$ cat config.mk
export PLATFORM = sky130hd
export DESIGN_NAME = pkt_trace_port
export DESIGN_NICKNAME = d
export VERILOG_FILES = /design/src/rtl/pkt_trace_pkg.sv /design/src/rtl/pkt_trace_fifo.sv /design/src/rtl/pkt_trace_capture.sv /design/src/rtl/pkt_trace_ser.sv /design/src/rtl/pkt_trace_port.sv
export SDC_FILE = /design/constraint.sdc
export NUM_CORES = 1
export LEC_CHECK = 0
export BUFFER_PORTS_ARGS = -buffer_cell sky130_fd_sc_hd__buf_2
export CORE_AREA = 2 2 132 134
export DETAILED_ROUTE_END_ITERATION = 8
export DIE_AREA = 0 0 134 136
export PLACE_DENSITY = 0.7
export SETUP_SLACK_MARGIN = 0.1
export SYNTH_ARGS = -nofsm -noshare
export SYNTH_HDL_FRONTEND = slang
export SYNTH_SLANG_ARGS = --single-unit
$ cat constraint.sdc
create_clock -name clk -period 3.7 [get_ports clk]
set_input_delay 0.74 -clock clk [delete_from_list [all_inputs] [get_ports clk]]
set_output_delay 0.74 -clock clk [all_outputs]
set_load 0.02 [all_outputs]
$ cat src/rtl/pkt_trace_pkg.sv
package pkt_trace_pkg;

    // Kind of entry held in the trace FIFO
    typedef enum logic [1:0] {
        ENT_BYTE = 2'd0,
        ENT_END  = 2'd1,
        ENT_ERR  = 2'd2
    } ent_kind_e;

    typedef struct packed {
        ent_kind_e  kind;
        logic [7:0] data;
    } trace_ent_t;

    typedef enum logic [2:0] {
        S_IDLE,
        S_LEAD,
        S_SEND,
        S_WAIT,
        S_TRAIL
    } ser_state_e;

    localparam logic [7:0] TAG_TX  = 8'h01;
    localparam logic [7:0] TAG_RX  = 8'h02;
    localparam logic [7:0] TAG_ERR = 8'hEE;

    function automatic logic [7:0] join_nibbles(input logic [3:0] lo, input logic [3:0] hi);
        return {hi, lo};
    endfunction

endpackage

$ cat src/rtl/pkt_trace_fifo.sv
module pkt_trace_fifo
    import pkt_trace_pkg::*;
#(
    parameter int DEPTH = 16,
    parameter int CW    = $clog2(DEPTH + 1)
) (
    input  logic          clk,
    input  logic          rst,
    input  logic          push,
    input  trace_ent_t    din,
    input  logic          pop,
    output trace_ent_t    dout,
    output logic [CW-1:0] cnt
);
    localparam int AW = (DEPTH > 1) ? $clog2(DEPTH) : 1;

    trace_ent_t    mem [DEPTH];
    logic [AW-1:0] wr_q, rd_q;

    function automatic logic [AW-1:0] nxt(input logic [AW-1:0] p);
        return (p == AW'(DEPTH - 1)) ? '0 : p + 1'b1;
    endfunction

    assign dout = mem[rd_q];

    always_ff @(posedge clk) begin
        if (push) mem[wr_q] <= din;
    end

    always_ff @(posedge clk) begin
        if (rst) begin
            wr_q <= '0;
            rd_q <= '0;
            cnt  <= '0;
        end else begin
            if (push) wr_q <= nxt(wr_q);
            if (pop)  rd_q <= nxt(rd_q);
            case ({push, pop})
                2'b10:   cnt <= cnt + 1'b1;
                2'b01:   cnt <= cnt - 1'b1;
                default: cnt <= cnt;
            endcase
        end
    end
endmodule

$ cat src/rtl/pkt_trace_capture.sv
module pkt_trace_capture
    import pkt_trace_pkg::*;
#(
    parameter int DEPTH = 16,
    parameter int CW    = $clog2(DEPTH + 1)
) (
    input  logic          clk,
    input  logic          rst,
    input  logic          tx_act,
    input  logic          tx_sym_vld,
    input  logic [3:0]    tx_sym,
    input  logic          rx_act,
    input  logic          rx_sym_vld,
    input  logic [3:0]    rx_sym,
    input  logic [CW-1:0] cnt,
    output logic          push,
    output trace_ent_t    ent
);
    logic       on_q, dir_q, half_q, drop_q, skip_q, tx_q, rx_q;
    logic [3:0] lo_q;
    logic       room, rise_tx, rise_rx, cur_act, cur_vld;
    logic [3:0] cur_sym;

    always_comb begin
        room    = (cnt <= CW'(DEPTH - 2));
        rise_tx = tx_act & ~tx_q;
        rise_rx = rx_act & ~rx_q;
        cur_act = dir_q ? rx_act     : tx_act;
        cur_vld = dir_q ? rx_sym_vld : tx_sym_vld;
        cur_sym = dir_q ? rx_sym     : tx_sym;
        push    = 1'b0;
        ent     = '0;
        if (!on_q) begin
            if ((rise_tx || rise_rx) && room) begin
                push     = 1'b1;
                ent.kind = ENT_BYTE;
                ent.data = rise_tx ? TAG_TX : TAG_RX;
            end
        end else if (!cur_act) begin
            push     = !skip_q;
            ent.kind = drop_q ? ENT_ERR : ENT_END;
        end else if (cur_vld && half_q && !drop_q && !skip_q && room) begin
            push     = 1'b1;
            ent.kind = ENT_BYTE;
            ent.data = join_nibbles(lo_q, cur_sym);
        end
    end

    always_ff @(posedge clk) begin
        if (rst) begin
            on_q   <= 1'b0;
            dir_q  <= 1'b0;
            half_q <= 1'b0;
            drop_q <= 1'b0;
            skip_q <= 1'b0;
            tx_q   <= 1'b0;
            rx_q   <= 1'b0;
            lo_q   <= '0;
        end else begin
            tx_q <= tx_act;
            rx_q <= rx_act;
            if (!on_q) begin
                if (rise_tx || rise_rx) begin
                    on_q   <= 1'b1;
                    dir_q  <= !rise_tx;
                    half_q <= 1'b0;
                    drop_q <= 1'b0;
                    skip_q <= !room;
                end
            end else if (!cur_act) begin
                on_q <= 1'b0;
            end else if (cur_vld) begin
                half_q <= ~half_q;
                if (!half_q)
                    lo_q <= cur_sym;
                else if (!room && !skip_q)
                    drop_q <= 1'b1;
            end
        end
    end
endmodule

$ cat src/rtl/pkt_trace_ser.sv
module pkt_trace_ser
    import pkt_trace_pkg::*;
#(
    parameter int DIV = 100
) (
    input  logic       clk,
    input  logic       rst,
    input  logic       empty,
    input  trace_ent_t head,
    output logic       pop,
    output logic       frame,
    output logic       line
);
    localparam int TW = (DIV > 1) ? $clog2(DIV) : 1;
    localparam logic [TW-1:0] RELOAD = TW'(DIV - 1);

    ser_state_e    st_q;
    logic [TW-1:0] tmr_q;
    logic [3:0]    bits_q;
    logic [8:0]    sh_q;
    logic          close_q;
    logic          tick, fetch;

    always_comb begin
        tick  = (tmr_q == '0);
        fetch = (st_q == S_SEND && tick && bits_q == '0) || (st_q == S_WAIT);
        pop   = !empty && ((st_q == S_IDLE) || (fetch && !close_q));
    end

    always_ff @(posedge clk) begin
        if (rst) begin
            st_q    <= S_IDLE;
            tmr_q   <= '0;
            bits_q  <= '0;
            sh_q    <= '0;
            close_q <= 1'b0;
            frame   <= 1'b0;
            line    <= 1'b1;
        end else begin
            case (st_q)
                S_IDLE: if (pop) begin
                    frame <= 1'b1;
                    sh_q  <= {1'b1, head.data};
                    tmr_q <= RELOAD;
                    st_q  <= S_LEAD;
                end
                S_LEAD: if (tick) begin
                    line   <= 1'b0;
                    bits_q <= 4'd9;
                    tmr_q  <= RELOAD;
                    st_q   <= S_SEND;
                end else begin
                    tmr_q <= tmr_q - 1'b1;
                end
                S_SEND, S_WAIT: if (fetch) begin
                    if (close_q) begin
                        close_q <= 1'b0;
                        tmr_q   <= RELOAD;
                        st_q    <= S_TRAIL;
                    end else if (!empty) begin
                        if (head.kind == ENT_END) begin
                            tmr_q <= RELOAD;
                            st_q  <= S_TRAIL;
                        end else begin
                            line    <= 1'b0;
                            sh_q    <= {1'b1, (head.kind == ENT_ERR) ? TAG_ERR : head.data};
                            close_q <= (head.kind == ENT_ERR);
                            bits_q  <= 4'd9;
                            tmr_q   <= RELOAD;
                            st_q    <= S_SEND;
                        end
                    end else begin
                        st_q <= S_WAIT;
                    end
                end else if (tick) begin
                    line   <= sh_q[0];
                    sh_q   <= sh_q >> 1;
                    bits_q <= bits_q - 1'b1;
                    tmr_q  <= RELOAD;
                end else begin
                    tmr_q <= tmr_q - 1'b1;
                end
                S_TRAIL: if (tick) begin
                    frame <= 1'b0;
                    st_q  <= S_IDLE;
                end else begin
                    tmr_q <= tmr_q - 1'b1;
                end
                default: st_q <= S_IDLE;
            endcase
        end
    end
endmodule

$ cat src/rtl/pkt_trace_port.sv
module pkt_trace_port
    import pkt_trace_pkg::*;
#(
    parameter int CLK_HZ     = 50_000_000,
    parameter int BIT_HZ     = 500_000,
    parameter int FIFO_DEPTH = 16
) (
    input  logic       clk,
    input  logic       rst,
    input  logic       tx_act,
    input  logic       tx_sym_vld,
    input  logic [3:0] tx_sym,
    input  logic       rx_act,
    input  logic       rx_sym_vld,
    input  logic [3:0] rx_sym,
    output logic       trace_frame,
    output logic       trace_data
);
    localparam int DIV = CLK_HZ / BIT_HZ;
    localparam int CW  = $clog2(FIFO_DEPTH + 1);

    logic          fifo_push, fifo_pop;
    trace_ent_t    fifo_in, fifo_head;
    logic [CW-1:0] fifo_cnt;

    pkt_trace_capture #(.DEPTH(FIFO_DEPTH), .CW(CW)) cap_i (
        .clk(clk), .rst(rst),
        .tx_act(tx_act), .tx_sym_vld(tx_sym_vld), .tx_sym(tx_sym),
        .rx_act(rx_act), .rx_sym_vld(rx_sym_vld), .rx_sym(rx_sym),
        .cnt(fifo_cnt), .push(fifo_push), .ent(fifo_in)
    );

    pkt_trace_fifo #(.DEPTH(FIFO_DEPTH), .CW(CW)) fifo_i (
        .clk(clk), .rst(rst),
        .push(fifo_push), .din(fifo_in),
        .pop(fifo_pop), .dout(fifo_head), .cnt(fifo_cnt)
    );

    pkt_trace_ser #(.DIV(DIV)) ser_i (
        .clk(clk), .rst(rst),
        .empty(fifo_cnt == '0), .head(fifo_head),
        .pop(fifo_pop), .frame(trace_frame), .line(trace_data)
    );
endmodule

==> results of run 1 <==
worst max-delay path, stage by stage (launching register included):
cell and delay (ps):
dfxtp_1 320, inv_1 80, ha_1 210, nor4b_4 320, a41oi_2 210, o21ai_2 250, nand3_1 200, inv_1 140
ha_2 270, xor2_1 200, ha_1 200, a21oi_2 60, nor3b_1 180, o21ai_0 120, a21oi_1 210, xnor2_1 140
nor2_1 50
layout make-up:
| cell class | instances | share of cell area (%) |
|---|---|---|
| Sequential cell | 214 | 57.1 |
| Multi-Input combinational cell | 349 | 29.0 |
| Clock buffer | 27 | 5.62 |
| Timing Repair Buffer | 48 | 3.13 |
| Tap cell | 225 | 2.73 |
| Clock inverter | 13 | 1.78 |
| Inverter | 19 | 0.692 |
state kept, by name, summed over array words and instances (netlist names), 3 cells and up, named ones only:
register / cells
fifo_i.mem: 160
ser_i.sh_q: 9
ser_i.tmr_q: 7
fifo_i.cnt: 5
cap_i.lo_q: 4
fifo_i.rd_q: 4
fifo_i.wr_q: 4
ser_i.bits_q: 4
ser_i.st_q: 3
per-stage QoR:
| step | cells | setup WS [ps] | hold WS, ps |
|---|---|---|---|
| after floorplan | 614 | 623 | 445 |
| after global placement | 854 | 451 | 466 |
| after detailed placement | 854 | 201 | 468 |
| after CTS | 894 | 146 | 481 |
| after global routing | 895 | 110 | 500 |
| final | 895 | 405 | 478 |
worst max-delay path by stage:
stage / endpoint / slack [ps]
2_1_floorplan: fifo_i.cnt[4] / 620
3_3_place_gp: fifo_i.cnt[4] / 450
3_5_place_dp: fifo_i.cnt[4] / 200
4_1_cts: fifo_i.cnt[4] / 150
5_1_grt: fifo_i.cnt[4] / 110
6_report: fifo_i.cnt[4] / 410
power groups by stage:
stage	sequential (mW)	combinational (mW)	clock (mW)
floorplan	2.93	1.50	0
global placement	3.01	1.78	0
detailed placement	3.02	1.83	0
CTS	2.97	1.84	2.34
global route	3.00	2.08	2.43
finish	2.98	1.89	2.30
logic make-up after synthesis:
family	synth area share (%)
multiplexers	13.6
buffers and inverters	2.34
AND/OR/NAND/NOR	8.46
flip-flops	65.1
adder cells (fa/ha/maj)	1.38
XOR/XNOR	0.775
AO/OA/AOI/OAI	8.35
repair_timing:
| item | 4_1_cts | 5_1_grt |
|---|---|---|
| hold buffers | 0 | 0 |
| gates resized for setup | 0 | 6 |
| setup buffers | 0 | 1 |
| endpoints found under the setup margin | 0 | 2 |
layer usage:
layer | global-route usage [%] | vias up
met4 | 6.56 | 0
met3 | 2.80 | 35
met5 | 0 | -
met1 | 28.8 | 2720
met2 | 36.2 | 184
li1 | - | 2480
placed cells by master, fill, tap and decap left out, types with 17 or more instances in the layout:
cell / instances
dfxtp_1: 53
nor2_1: 47
nand2_1: 44
o21ai_0: 19
mux4_2: 47
buf_4: 33
inv_1: 17
clkbuf_16: 22
edfxtp_1: 160
a21oi_1: 31
==> key figures, run 1 <==
CTS
  • # clock sinks: 214
  • Cell at the root of the clock tree: clkbuf_16
  • Deepest clock path buffer count: 3
  • Total number of H-tree levels: 1
  • Clock transition at the registers of the reported paths: 60 ps
  • Clock latency at the later pin of the worst-skew pair: 510 ps
  • TritonCTS clock tree: done
  • Total clock buffers created by CTS: 22

STA
  • Shortest period the worst path allows: 3290 ps
  • Timing-limited maximum frequency: 304 MHz
  • Worst Max-Slew Pin Slew: 910 ps
  • Final Hold Violating Endpoints: 0
  • Worst slew slack as a fraction of its limit: 39.1%
  • Unrepaired setup endpoints after global routing: no
  • Final sum of negative setup slack: 0 ps
  • Setup Viol. Count Final: 0
  • Period utilization: 89.0%
  • Count of final max-slew check failures: 0
  • Post-route clock skew: 17.5 ps

Power
  • Fraction of power consumed by combinational cells: 26.3%
  • Switching portion of total power: 30.1%
  • Leak: 3.34 nW
  • Internal power summed over all cells: 5.01 mW
  • Total power per unit cell area: 695 mW/mm2
  • Switching component of the power: 2.16 mW
  • Relative contribution of the clock network to total power: 32.1%
  • Share of total power in sequential cells: 41.6%
  • Peak supply drop: 537 uV
  • Total power: 7.17 mW

Critical path
  • Endpoint of the worst register-to-register path: fifo_i.cnt[4]
  • Class of the most critical setup path: register to register
  • Worst r2r src: ser_i.tmr_q[0]
  • Worst-path maximum fanout: 8
  • Startpoint of the worst setup timing path: ser_i.tmr_q[0]
  • Reg2reg setup slack: 410 ps
  • Data arrival time at the worst-slack endpoint: 3660 ps
  • Endpoint type of the worst setup path: register
  • Cells on worst reg2reg path: 16
  • Critical path launch point type: register
  • Crit path required time: 4070 ps

Route
  • Via count: 5,419
  • Detailed-routing iteration count for the pre-antenna-repair pass: 5
  • WL met1: 7.99 mm
  • Met3 layer wire length in the routed design: 1.09 mm
  • Max Used Layer: met4
  • Number of nets with antenna violations after routing: 0
  • Total routed wirelength: 19.1 mm
  • Number of DRC markers in iteration 0: 484
  • WL per Instance: 21.4 um
  • Remaining DRCs: 0
  • Per-cell via count in the routed design: 6.05
  • Routed wire length on met2: 9.56 mm

Global routing
  • Via count of the first global-routing pass: 5,320
  • Antenna violations before repair: 0
  • Global-route congestion overflow total: 0
  • Total routing resource utilization after global routing: 21.3%
  • First-pass GRT wire length: 29.5 mm
  • Largest net degree at the start of global routing: 41

Hold path
  • Terminating pin of the worst hold path: ser_i.sh_q[4]
  • Type of the worst min-delay path: register to register
  • Origin of the worst min-delay path: ser_i.sh_q[4]
  • Count of cells along the worst hold path: 2

Logic synthesis
  • Async S/R FF share, synth: 0%
  • Most numerous cell in the Yosys netlist: edfxtp_1
  • Cell area after technology mapping: 0.00905 mm2
  • Post-Synthesis Mean Instance Area: 14.7 um2
  • Number of nets produced by synthesis: 638
  • Post-synth EDFFs: 160
  • Leading post-synthesis cells by instance count: 160 x edfxtp_1, 54 x dfxtp_1, 47 x mux4_2, 47 x nor2_1, 44 x nand2_1
  • Top_reg_cell synth: edfxtp_1
  • Synth top area share: 53.1%
  • Count of unique library cells instantiated by Yosys: 64
  • Number of synthesis warnings: 0
  • Cells taking the most area after synthesis: edfxtp_1 53%, dfxtp_1 12%, mux4_2 12%
  • Mapped Cells: 614
  • Register bit count reported by yosys: 214
  • Sequential fraction of the synthesis area: 65.1%
  • Synth area leader: edfxtp_1

Layout
  • Final Core Density: 61.1%
  • Synthesis-to-layout area growth: 14.0%
  • Area taken by flip-flops and latches: 0.00589 mm2
  • Area of all placed cells without fillers: 0.0103 mm2
  • Fraction of layout cells with a size suffix above 1: 22.1%
  • Fin nets: 678
  • Fillcell total: 1,247
  • Antenna cell count: 0
  • Area of the multi-input gates: 0.00299 mm2

Floorplan
  • Core box area: 0.0169 mm2
  • Placement row count: 48
  • I/O Pins: 16
  • Initial core utilization: 53.6%
  • Horizontal die dimension: 134 um
  • Die Outline Area: 0.0182 mm2
  • Die boundary height: 136 um

Place
  • Post-placement cell area: 0.00951 mm2
  • RePlAce Congestion: 0.887
  • Detailed Place HPWL: 12.7 mm
  • Total of buffers placed on input and output ports: 15

Flow run
  • Number of maximum-capacitance constraint violations: 0

Run status
  • Status: completed
No activity file was read; power rests on OpenSTA's default activity.
==> inputs of run 2 (changes only) <==
--- a/config.mk
+++ b/config.mk
@@ -6,11 +6,12 @@
 export NUM_CORES = 1
 export LEC_CHECK = 0
 export BUFFER_PORTS_ARGS = -buffer_cell sky130_fd_sc_hd__buf_2
-export CORE_AREA = 2 2 132 134
+export CORE_AREA = 2 2 136 138
 export DETAILED_ROUTE_END_ITERATION = 8
-export DIE_AREA = 0 0 134 136
+export DIE_AREA = 0 0 138 140
 export PLACE_DENSITY = 0.7
 export SETUP_SLACK_MARGIN = 0.1
 export SYNTH_ARGS = -nofsm -noshare
 export SYNTH_HDL_FRONTEND = slang
+export SYNTH_HIERARCHICAL = 1
 export SYNTH_SLANG_ARGS = --single-unit
==> run 2 against run 1 <==
Global-route usage fell by 0.15 points. Design area rose by 3.3%. Total power rose by 7.0%. Routed wire length rose by 5.4%. Critical path depth fell by 4. Combinational power rose by 22%. Via count rose by 9.6%. Highest routed layer unchanged.
==> key figures, run 2 <==
STA
  • Timing-limited maximum frequency: 300 MHz
  • Shortest period the worst path allows: 3330 ps
  • Unrepaired setup endpoints after global routing: no
  • Final Hold Violating Endpoints: 0
  • Period utilization: 90.0%
  • Setup slack of the critical path after layout: 369 ps
  • Hold slack: 482 ps
  • Worst slew slack as a fraction of its limit: 25.8%
  • Final sum of negative setup slack: 0 ps
  • Worst Max-Slew Pin Slew: 1110 ps
  • Count of final max-slew check failures: 0
  • Setup Viol. Count Final: 0
  • Post-route clock skew: 25.0 ps

Floorplan
  • I/O Pins: 16
  • Core box area: 0.0178 mm2
  • Die boundary height: 140 um
  • Placement row count: 49
  • Die Outline Area: 0.0193 mm2
  • Horizontal die dimension: 138 um
  • Initial core utilization: 53.9%

Hold path
  • Type of the worst min-delay path: register to register

Critical path
  • List of cells traversed by the critical path: inv_1 -> ha_1 -> nor4b_4 -> nand3_1 -> o32a_1 -> nor2_2 -> ha_2 -> xor2_1 -> ha_1 -> a31oi_1 -> o31ai_1 -> mux2_1
  • Critical path launch point type: register
  • Slowest stage cell on the critical path: ha_2
  • Crit path required time: 4110 ps
  • Data arrival time at the worst-slack endpoint: 3740 ps
  • Slowest cell delay on critical path: 370 ps
  • Worst-path maximum fanout: 8
  • Most prevalent standard cell on the critical path: ha_1
  • Class of the most critical setup path: register to register
  • Endpoint type of the worst setup path: register

Logic synthesis
  • Most numerous cell in the Yosys netlist: edfxtp_1
  • Cell area after technology mapping: 0.00959 mm2
  • Mapped Cells: 678
  • Async S/R FF share, synth: 0%
  • Post-synth EDFFs: 160
  • Number of nets produced by synthesis: 704
  • Synth area leader: edfxtp_1
  • Sequential fraction of the synthesis area: 61.4%
  • Count of unique library cells instantiated by Yosys: 78
  • Top_reg_cell synth: edfxtp_1
  • Register bit count reported by yosys: 214
  • Leading post-synthesis cells by instance count: 160 x edfxtp_1, 54 x dfxtp_1, 48 x nor2_1
  • Synth top area share: 50.1%
  • Number of synthesis warnings: 6
  • Post-Synthesis Mean Instance Area: 14.1 um2
  • Cells taking the most area after synthesis: edfxtp_1 50%, dfxtp_1 11%, mux4_2 5.6%

Global routing
  • Global-route congestion overflow total: 0
  • Total routing resource utilization after global routing: 21.1%
  • Via count of the first global-routing pass: 5,902
  • Antenna violations before repair: 0
  • First-pass GRT wire length: 32.3 mm
  • Largest net degree at the start of global routing: 41

CTS
  • TritonCTS clock tree: done
  • Cell at the root of the clock tree: clkbuf_16
  • # clock sinks: 214
  • Number of setup buffers added after CTS: 0
  • Clock latency at the later pin of the worst-skew pair: 520 ps
  • Total clock buffers created by CTS: 22
  • Deepest clock path buffer count: 3
  • Clock transition at the registers of the reported paths: 60 ps
  • Total number of H-tree levels: 1

Layout
  • Area of the multi-input gates: 0.00334 mm2
  • Synthesis-to-layout area growth: 11.1%
  • Area taken by flip-flops and latches: 0.00589 mm2
  • Most common cell after layout, fill and taps aside: edfxtp_1
  • Final Core Density: 59.9%
  • Area of all placed cells without fillers: 0.0107 mm2
  • Fillcell total: 1,333
  • Fin nets: 722
  • Fraction of layout cells with a size suffix above 1: 16.3%
  • Most flop-heavy register: fifo_i/mem
  • Number of flip-flops under the largest register name: 160
  • Antenna cell count: 0
  • Highest-count cells in the layout ignoring fill and taps: 160 x edfxtp_1, 53 x dfxtp_1, 47 x nor2_1, 35 x nand2_1, 32 x a21oi_1
  • Biggest regs: fifo_i/mem (160), ser_i/sh_q (9), ser_i/tmr_q (7)

Place
  • Minimum setup slack after placement: 181 ps
  • Total of buffers placed on input and output ports: 15
  • RePlAce Congestion: 0.838
  • Post-placement cell area: 0.00984 mm2
  • Detailed Place HPWL: 12.9 mm

Power
  • Internal power summed over all cells: 5.18 mW
  • Total power per unit cell area: 720 mW/mm2
  • Switching component of the power: 2.49 mW
  • Switching portion of total power: 32.5%
  • Peak supply drop: 418 uV
  • Fraction of power consumed by combinational cells: 30.1%
  • Relative contribution of the clock network to total power: 31.3%
  • Share of total power in sequential cells: 38.6%
  • Leak: 3.77 nW

Route
  • Routed wire length on met2: 10.3 mm
  • WL per Instance: 21.4 um
  • Number of DRC markers in iteration 0: 464
  • Number of nets with antenna violations after routing: 0
  • Detailed-routing iteration count for the pre-antenna-repair pass: 5
  • Max Used Layer: met4
  • Total routed wirelength: 20.2 mm
  • Met3 layer wire length in the routed design: 1.07 mm
  • Per-cell via count in the routed design: 6.31
  • Via count: 5,937
  • WL met1: 8.42 mm
  • Remaining DRCs: 0

Run status
  • Status: completed

Flow run
  • Number of maximum-capacitance constraint violations: 0
==> run 2: cell count changes in the layout (fill, tap and decap cells not counted), sizes merged, moves of 5 or more <==
cell	before	now
mux4	47	40
a22oi	2	22
and2	3	18
o221a	6	0
nand2	44	35
o31ai	2	7
buf	48	37
o211ai	0	15
o221ai	0	8
==> run 2: repair_timing <==
action,in CTS,in global routing
setup endpoints to repair,0,2
gates resized for setup,0,2
hold buffers,0,0
endpoints found under the hold margin,0,0
==> run 2: final cells by class <==
type,instances,share of cell area [%]
Sequential cell,214,55.3
Timing Repair Buffer,37,2.37
Multi-Input combinational cell,400,31.4
Clock buffer,25,5.37
Clock inverter,15,2.18
Inverter,21,0.740
Tap cell,229,2.69
==> run 2: final timing paths <==
| kind | from | to | slack (ps) | cells past startpoint |
|---|---|---|---|---|
| worst max register to register | ser_i/tmr_q[0] | fifo_i/cnt[4] | 370 | 12 |
| worst min register to register | cap_i/lo_q[2] | cap_i/lo_q[2] | 480 | 1 |
| worst min-delay path | cap_i/lo_q[2] | cap_i/lo_q[2] | 480 | 1 |
| worst max-delay path | ser_i/tmr_q[0] | fifo_i/cnt[4] | 370 | 12 |
==> run 2: per-layer routing <==
layer	vias to the layer above	track usage [%]
li1	2701	-
met1	3010	28.4
met2	199	37.1
met3	27	2.84
met4	0	4.73
met5	-	0
==> run 2: critical path, delay by kind of cell (launching register included) <==
kind | cells | cell delay (ps)
simple gates | 3 | 850
buf+inv | 1 | 100
fa+ha+maj | 3 | 760
flops | 1 | 320
mux | 1 | 340
xor+xnor | 1 | 170
compound gates | 3 | 670
==> run 2: kinds of logic (layout without fill, tap and decap cells) <==
logic type                 count (synthesis)  count (layout)  synth area share (%)
AOI/OAI and AO/OA                        148             148                  11.2
xor gates and xnor gates                   7               7                 0.639
adders and majority gates                 12              12                  1.57
buffers and inverters                     64              98                  3.82
DFF                                      214             214                  61.4
muxes                                     54              54                  11.5
and+or+nand+nor                          179             179                  9.88
==> run 2: power by group through the flow <==
| stage | logic, mW | clock network [mW] | registers, mW |
|---|---|---|---|
| after floorplan | 1.86 | 0 | 2.93 |
| after global placement | 2.19 | 0 | 2.98 |
| after detailed placement | 2.26 | 0 | 3.00 |
| after CTS | 2.28 | 2.44 | 2.95 |
| after global routing | 2.54 | 2.53 | 2.98 |
| final | 2.31 | 2.40 | 2.96 |
==> run 2: stage by stage <==
step | power, mW | cells
after global routing | 8.05 | 941
after floorplan | 4.79 | 678
after detailed placement | 5.26 | 901
after global placement | 5.18 | 901
after CTS | 7.67 | 941
final | 7.67 | 941
